### src/rtl/smbus_host_pkg.sv
package smbus_host_pkg;

  localparam int BYTE_W   = 8;
  localparam int TGT_AW   = 7;
  localparam int PROT_W   = 3;

  // register offsets inside the window
  localparam int OFS_STAT = 0;
  localparam int OFS_CTL  = 2;
  localparam int OFS_CMD  = 3;
  localparam int OFS_ADR  = 4;
  localparam int OFS_DLO  = 5;
  localparam int OFS_DHI  = 6;
  localparam int OFS_BLK  = 7;

  // protocol codes
  localparam logic [PROT_W-1:0] PR_QUICK = 3'd0;
  localparam logic [PROT_W-1:0] PR_BYTE  = 3'd1;
  localparam logic [PROT_W-1:0] PR_BCMD  = 3'd2;
  localparam logic [PROT_W-1:0] PR_WORD  = 3'd3;
  localparam logic [PROT_W-1:0] PR_BLOCK = 3'd5;

  // strobes from control to datapath
  typedef struct packed {
    logic wrCtl;
    logic wrCmd;
    logic wrAdr;
    logic wrDlo;
    logic wrDhi;
    logic wrBuf;
    logic stepIdx;
    logic clrIdx;
    logic setErr;
    logic clrErr;
    logic capByte;
    logic capWord;
    logic capBlk;
  } strobe_t;

  function automatic logic protoLegal(input logic [PROT_W-1:0] code);
    return (code == PR_QUICK) || (code == PR_BYTE) || (code == PR_BCMD) ||
           (code == PR_WORD) || (code == PR_BLOCK);
  endfunction

endpackage

### src/rtl/smbus_host_ctrl.sv
module smbus_host_ctrl
  import smbus_host_pkg::*;
#(
  parameter int WIN_AW = 6
) (
  input  logic              clk,
  input  logic              rstN,
  input  logic [WIN_AW-1:0] regSel,
  input  logic              regWr,
  input  logic              regRd,
  input  logic              startBit,
  input  logic [PROT_W-1:0] codeIn,
  input  logic              addrDir,
  input  logic              rspValid,
  input  logic              rspOk,
  output strobe_t           stb,
  output logic              hostBusy,
  output logic              reqValid
);

  logic              busyQ;
  logic              reqQ;
  logic [PROT_W-1:0] capProtQ;
  logic              capReadQ;

  logic selStat, selCtl, selCmd, selAdr, selDlo, selDhi, selBlk;
  logic startHit, startGood, rspTake, rspGood;

  assign selStat = (regSel == WIN_AW'(OFS_STAT));
  assign selCtl  = (regSel == WIN_AW'(OFS_CTL));
  assign selCmd  = (regSel == WIN_AW'(OFS_CMD));
  assign selAdr  = (regSel == WIN_AW'(OFS_ADR));
  assign selDlo  = (regSel == WIN_AW'(OFS_DLO));
  assign selDhi  = (regSel == WIN_AW'(OFS_DHI));
  assign selBlk  = (regSel == WIN_AW'(OFS_BLK));

  assign startHit  = regWr && selCtl && startBit && !busyQ;
  assign startGood = startHit && protoLegal(codeIn);
  assign rspTake   = busyQ && rspValid;
  assign rspGood   = rspTake && rspOk && capReadQ;

  always_ff @(posedge clk) begin
    if (!rstN) begin
      busyQ    <= 1'b0;
      reqQ     <= 1'b0;
      capProtQ <= '0;
      capReadQ <= 1'b0;
    end else begin
      reqQ <= startGood;
      if (startGood) begin
        busyQ    <= 1'b1;
        capProtQ <= codeIn;
        capReadQ <= addrDir;
      end else if (rspTake) begin
        busyQ <= 1'b0;
      end
    end
  end

  always_comb begin
    stb         = '0;
    stb.wrCtl   = regWr && selCtl;
    stb.wrCmd   = regWr && selCmd;
    stb.wrAdr   = regWr && selAdr;
    stb.wrDlo   = regWr && selDlo;
    stb.wrDhi   = regWr && selDhi;
    stb.wrBuf   = regWr && selBlk;
    stb.stepIdx = (regWr || regRd) && selBlk;
    stb.clrIdx  = (regWr && selStat) || (regRd && selCtl);
    stb.setErr  = (startHit && !protoLegal(codeIn)) || (rspTake && !rspOk);
    stb.clrErr  = regWr && selStat;
    stb.capByte = rspGood && ((capProtQ == PR_BYTE) || (capProtQ == PR_BCMD));
    stb.capWord = rspGood && (capProtQ == PR_WORD);
    stb.capBlk  = rspGood && (capProtQ == PR_BLOCK);
  end

  assign hostBusy = busyQ;
  assign reqValid = reqQ;

endmodule

### src/rtl/smbus_host_dp.sv
module smbus_host_dp
  import smbus_host_pkg::*;
#(
  parameter int WIN_AW    = 6,
  parameter int BLK_DEPTH = 32
) (
  input  logic                        clk,
  input  logic                        rstN,
  input  strobe_t                     stb,
  input  logic [WIN_AW-1:0]           regSel,
  input  logic [BYTE_W-1:0]           regWdata,
  input  logic                        hostBusy,
  input  logic [2*BYTE_W-1:0]         rspData,
  input  logic [BYTE_W-1:0]           rspLen,
  input  logic [BLK_DEPTH*BYTE_W-1:0] rspBlk,
  output logic [BYTE_W-1:0]           regRdata,
  output logic                        addrDir,
  output logic [PROT_W-1:0]           codeOut,
  output logic                        hostErr,
  output logic [TGT_AW-1:0]           reqAddr,
  output logic                        reqRead,
  output logic [PROT_W-1:0]           reqProt,
  output logic [BYTE_W-1:0]           reqCmd,
  output logic [2*BYTE_W-1:0]         reqData,
  output logic [BYTE_W-1:0]           reqLen,
  output logic [BLK_DEPTH*BYTE_W-1:0] reqBlk
);

  localparam int IDX_W   = $clog2(BLK_DEPTH);
  localparam int CTL_KEEP = 5;

  logic [CTL_KEEP-1:0]                ctlQ;
  logic [BYTE_W-1:0]                  cmdQ, adrQ, dloQ, dhiQ;
  logic                               errQ;
  logic [IDX_W-1:0]                   idxQ;
  logic [BLK_DEPTH-1:0][BYTE_W-1:0]   bufQ;
  logic [IDX_W-1:0]                   idxNext;

  assign idxNext = (idxQ == IDX_W'(BLK_DEPTH - 1)) ? '0 : idxQ + 1'b1;

  always_ff @(posedge clk) begin
    if (!rstN) begin
      ctlQ <= '0;
      cmdQ <= '0;
      adrQ <= '0;
      dloQ <= '0;
      dhiQ <= '0;
      errQ <= 1'b0;
      idxQ <= '0;
    end else begin
      if (stb.wrCtl) ctlQ <= regWdata[CTL_KEEP-1:0];
      if (stb.wrCmd) cmdQ <= regWdata;
      if (stb.wrAdr) adrQ <= regWdata;

      if (stb.capByte || stb.capWord) dloQ <= rspData[BYTE_W-1:0];
      else if (stb.capBlk)            dloQ <= rspLen;
      else if (stb.wrDlo)             dloQ <= regWdata;

      if (stb.capWord)    dhiQ <= rspData[2*BYTE_W-1:BYTE_W];
      else if (stb.wrDhi) dhiQ <= regWdata;

      if (stb.setErr)      errQ <= 1'b1;
      else if (stb.clrErr) errQ <= 1'b0;

      if (stb.clrIdx)       idxQ <= '0;
      else if (stb.stepIdx) idxQ <= idxNext;
    end
  end

  // block buffer: a returned block replaces every entry at once
  always_ff @(posedge clk) begin
    if (!rstN) begin
      bufQ <= '0;
    end else if (stb.capBlk) begin
      for (int i = 0; i < BLK_DEPTH; i++) begin
        bufQ[i] <= rspBlk[i*BYTE_W +: BYTE_W];
      end
    end else if (stb.wrBuf) begin
      bufQ[idxQ] <= regWdata;
    end
  end

  always_comb begin
    regRdata = '0;
    if (regSel == WIN_AW'(OFS_STAT)) begin
      regRdata[0] = hostBusy;
      regRdata[2] = errQ;
    end
    else if (regSel == WIN_AW'(OFS_CTL)) regRdata = {{(BYTE_W-CTL_KEEP){1'b0}}, ctlQ};
    else if (regSel == WIN_AW'(OFS_CMD)) regRdata = cmdQ;
    else if (regSel == WIN_AW'(OFS_ADR)) regRdata = adrQ;
    else if (regSel == WIN_AW'(OFS_DLO)) regRdata = dloQ;
    else if (regSel == WIN_AW'(OFS_DHI)) regRdata = dhiQ;
    else if (regSel == WIN_AW'(OFS_BLK)) regRdata = bufQ[idxQ];
  end

  assign addrDir = adrQ[0];
  assign codeOut = ctlQ[4:2];
  assign hostErr = errQ;
  assign reqAddr = adrQ[BYTE_W-1:1];
  assign reqRead = adrQ[0];
  assign reqProt = ctlQ[4:2];
  assign reqCmd  = cmdQ;
  assign reqData = {dhiQ, dloQ};
  assign reqLen  = dloQ;
  assign reqBlk  = bufQ;

endmodule

### src/rtl/smbus_host_regs.sv
module smbus_host_regs
  import smbus_host_pkg::*;
#(
  parameter int WIN_AW    = 6,
  parameter int BLK_DEPTH = 32
) (
  input  logic                        clk,
  input  logic                        rstN,
  input  logic [WIN_AW-1:0]           regSel,
  input  logic                        regWr,
  input  logic                        regRd,
  input  logic [7:0]                  regWdata,
  output logic [7:0]                  regRdata,
  output logic                        reqValid,
  output logic [6:0]                  reqAddr,
  output logic                        reqRead,
  output logic [2:0]                  reqProt,
  output logic [7:0]                  reqCmd,
  output logic [15:0]                 reqData,
  output logic [7:0]                  reqLen,
  output logic [BLK_DEPTH*8-1:0]      reqBlk,
  input  logic                        rspValid,
  input  logic                        rspOk,
  input  logic [15:0]                 rspData,
  input  logic [7:0]                  rspLen,
  input  logic [BLK_DEPTH*8-1:0]      rspBlk
);

  strobe_t           stb;
  logic              hostBusy;
  logic              hostErr;
  logic              addrDir;
  logic [PROT_W-1:0] codeOut;

  smbus_host_ctrl #(.WIN_AW(WIN_AW)) ctrl_i (
    .clk      (clk),
    .rstN     (rstN),
    .regSel   (regSel),
    .regWr    (regWr),
    .regRd    (regRd),
    .startBit (regWdata[6]),
    .codeIn   (regWdata[4:2]),
    .addrDir  (addrDir),
    .rspValid (rspValid),
    .rspOk    (rspOk),
    .stb      (stb),
    .hostBusy (hostBusy),
    .reqValid (reqValid)
  );

  smbus_host_dp #(.WIN_AW(WIN_AW), .BLK_DEPTH(BLK_DEPTH)) dp_i (
    .clk      (clk),
    .rstN     (rstN),
    .stb      (stb),
    .regSel   (regSel),
    .regWdata (regWdata),
    .hostBusy (hostBusy),
    .rspData  (rspData),
    .rspLen   (rspLen),
    .rspBlk   (rspBlk),
    .regRdata (regRdata),
    .addrDir  (addrDir),
    .codeOut  (codeOut),
    .hostErr  (hostErr),
    .reqAddr  (reqAddr),
    .reqRead  (reqRead),
    .reqProt  (reqProt),
    .reqCmd   (reqCmd),
    .reqData  (reqData),
    .reqLen   (reqLen),
    .reqBlk   (reqBlk)
  );

endmodule

### config.mk
export PLATFORM = sky130hd
export DESIGN_NAME = smbus_host_regs
export DESIGN_NICKNAME = d
export VERILOG_FILES = /design/src/rtl/smbus_host_pkg.sv /design/src/rtl/smbus_host_ctrl.sv /design/src/rtl/smbus_host_dp.sv /design/src/rtl/smbus_host_regs.sv
export SDC_FILE = /design/constraint.sdc
export NUM_CORES = 1
export LEC_CHECK = 0
export CORE_AREA = 3 3 234 236
export CTS_CLUSTER_DIAMETER = 200
export DETAILED_ROUTE_END_ITERATION = 8
export DIE_AREA = 0 0 237 239
export PLACE_DENSITY = 0.74
export SYNTH_ARGS = -nofsm -noshare
export SYNTH_HDL_FRONTEND = slang
export SYNTH_HIERARCHICAL = 1
export SYNTH_SLANG_ARGS = --single-unit
### constraint.sdc
create_clock -name clk -period 2.2 [get_ports clk]
set_input_delay 0.22 -clock clk [delete_from_list [all_inputs] [get_ports clk]]
set_output_delay 0.22 -clock clk [all_outputs]
set_load 0.01 [all_outputs]
==> impl_metrics.toml <==
[place]
dp_hpwl_um = 71880
gp_congestion = 0.9932
post-place-ws_ns = -0.6688
port_buffers = 607
dp.cells = 3483

[pwr]
seqPwrFrac_pct = 42.7
finalPower_mw = 12.94
intPower_mw = 9.886
swShare_pct = 23.61
pwr-share-comb_pct = 8.3
irDropWorstVdd_v = 0.0004816
p_per_area_mw_per_mm2 = 442.5
power.share.clock_pct = 49.0
p_switching_mw = 3.055
power.leakage_nw = 11.19

[routing]
drt_iter0_markers = 1423
wl_per_cell_um = 25.86
via_per_inst = 5.344
drc = 0
first_pass_iters = 5
vias = 19147
wirelength_um = 92640
antenna_left = 0

[cts]
cts_buffers = 37
cts_tree = "built"
clk_latency_ns = 0.56
clkTransAtPathRegs_ns = 0.06
clk_path_buf_depth = 3
htree_levels = 2
cts-root-buf = "clkbuf_16"
cts_sinks = 305

[final_layout]
num-nets-final = 3171
stdcell_count = 3583
syn_to_final_growth_pct = 65.27
fillers = 4643
drive_gt1_share_pct = 22.34

[die]
die_area_mm2 = 0.05664
die_y_um = 239
initial_core_util_pct = 33.61
io_pins = 608
coreArea_mm2 = 0.05266
fp-row-count = 84
fp.dieW_um = 237

[timing]
fin_hold_ws_ns = 0.1688
tightest_slew_ns = 0.8566
worst_slack_ns = -0.7319
max_freq_mhz = 341.1
finalHoldViolCount = 0
fin_worst_skew_ns = 0.01896
maxSlewHeadroom_pct = 42.89
finalMaxSlewViolations = 0
period_minus_slack_ns = 2.932
rsz0062_at_grt = "yes"
fin_crit_sh_pct = 133.3
finalSetupViolCount = 50

[synthesis]
ys.warnings.count = 6
syn_inst = 1983
syn-num-nets = 2288
syn_area_mm2 = 0.01770
avgSynthCellArea_um2 = 8.924

[run_status]
status = "complete, but fails checks"
violations = "negative setup slack"

[global_routing]
grt_pass1_vias = 19171
grt_pass1_wl_um = 130700
grt.total_usage_pct = 31.05
antenna_found_initial = 5
grt_max_degree = 137
grt-ovfl-total = 0

[worst_hold_path]
hold_class = "in -> reg"

[worst_setup_path]
path_max_fanout = 8
path_class = "reg -> out"
crit_required_ns = 1.98
start_kind = "register"
cp_data_arrival_time_ns = 2.71
end_kind = "primary output"

[flow_run]
maxCapViolCount = 0
registers in the layout, summed over array words and instances (netlist names):
register / count
dp_i/reqLen: 8
dp_i/reqBlk: 256
ctrl_i/hostBusy: 1
dp_i/dhiQ: 8
dp_i/reqCmd: 8
dp_i/idxQ: 5
ctrl_i/reqValid: 1
ctrl_i/capReadQ: 1
dp_i/ctlQ: 5
ctrl_i/capProtQ: 3
dp_i/adrQ: 8
dp_i/hostErr: 1
layout by cell type (no fill, tap or decap), drive strengths merged, types with 44 or more instances in the layout:
master,instances
and2,265
buf,430
clkbuf,60
clkdlybuf4s50,590
dfxtp,305
mux2i,337
mux4,44
nand2,313
nor2,51
o21ai,280
routing by layer:
| metal | vias up | track usage, % | part of all wire [%] |
|---|---|---|---|
| li1 | 8679 | - | - |
| met1 | 9339 | 37.53 | 40 |
| met2 | 918 | 55.19 | 49 |
| met3 | 209 | 4.799 | 6.0 |
| met4 | 2 | 12.41 | 4.4 |
| met5 | - | 0 | 0.022 |
per-stage QoR:
step	setup TNS [ns]	utilization [%]	area, um^2
3_3_place_gp	-98.88	51.44	27080
4_1_cts	-6.177	54.91	28910
2_1_floorplan	-7.204	-	17710
5_1_grt	-14.43	55.54	29240
6_report	-6.503	55.54	29250
3_5_place_dp	-100.68	51.44	27080
critical path: stages, from the launching register on:
cell,delay (ns)
dfxtp_4,0.39
buf_12,0.15
buf_6,0.12
mux4_2,0.54
a22oi_1,0.19
nand4_1,0.25
nand2_1,0.14
o211ai_1,0.17
buf_2,0.19
power groups by stage:
stage	sequential, mW	combinational, mW	clock [mW]
3_3_place_gp	5.65	1.04	0
6_report	5.53	1.07	6.34
5_1_grt	5.53	1.11	6.62
3_5_place_dp	5.65	1.04	0
2_1_floorplan	5.65	0.220	0
4_1_cts	5.53	1.05	6.46
what timing repair did:
action	CTS	global route
cloned	2	3
hold buffers	1	0
resized for setup	110	177
pin swaps	37	27
setup endpoints to repair	42	247
buffers inserted	25	5
endpoints found under the hold margin	2	0
path summary, 6_finish.rpt:
kind              startpoint               end  slack [ns]  depth (start not counted)
min              regWdata[2]      dp_i/adrQ[2]        0.17                          3
max reg2reg     dp_i/idxQ[0]  dp_i/reqBlk[116]       -0.09                         13
max             dp_i/idxQ[0]       regRdata[1]       -0.73                          8
min reg2reg  ctrl_i/capReadQ   ctrl_i/capReadQ        0.48                          2
area by class of cell:
cell class                 instances  area [um^2]  share of cell area [%]
antenna                            3        7.507                 0.02567
sequential                       305         6113                   20.90
clock inverter                     8        71.32                  0.2439
clock buffer                      57         1165                   3.983
inverter                           9        41.29                  0.1412
tap                              688        860.8                   2.943
timing repair buffer            1024         9789                   33.47
multi-input combinational       1489        11200                   38.29
Power figures use the tool's default switching activity.
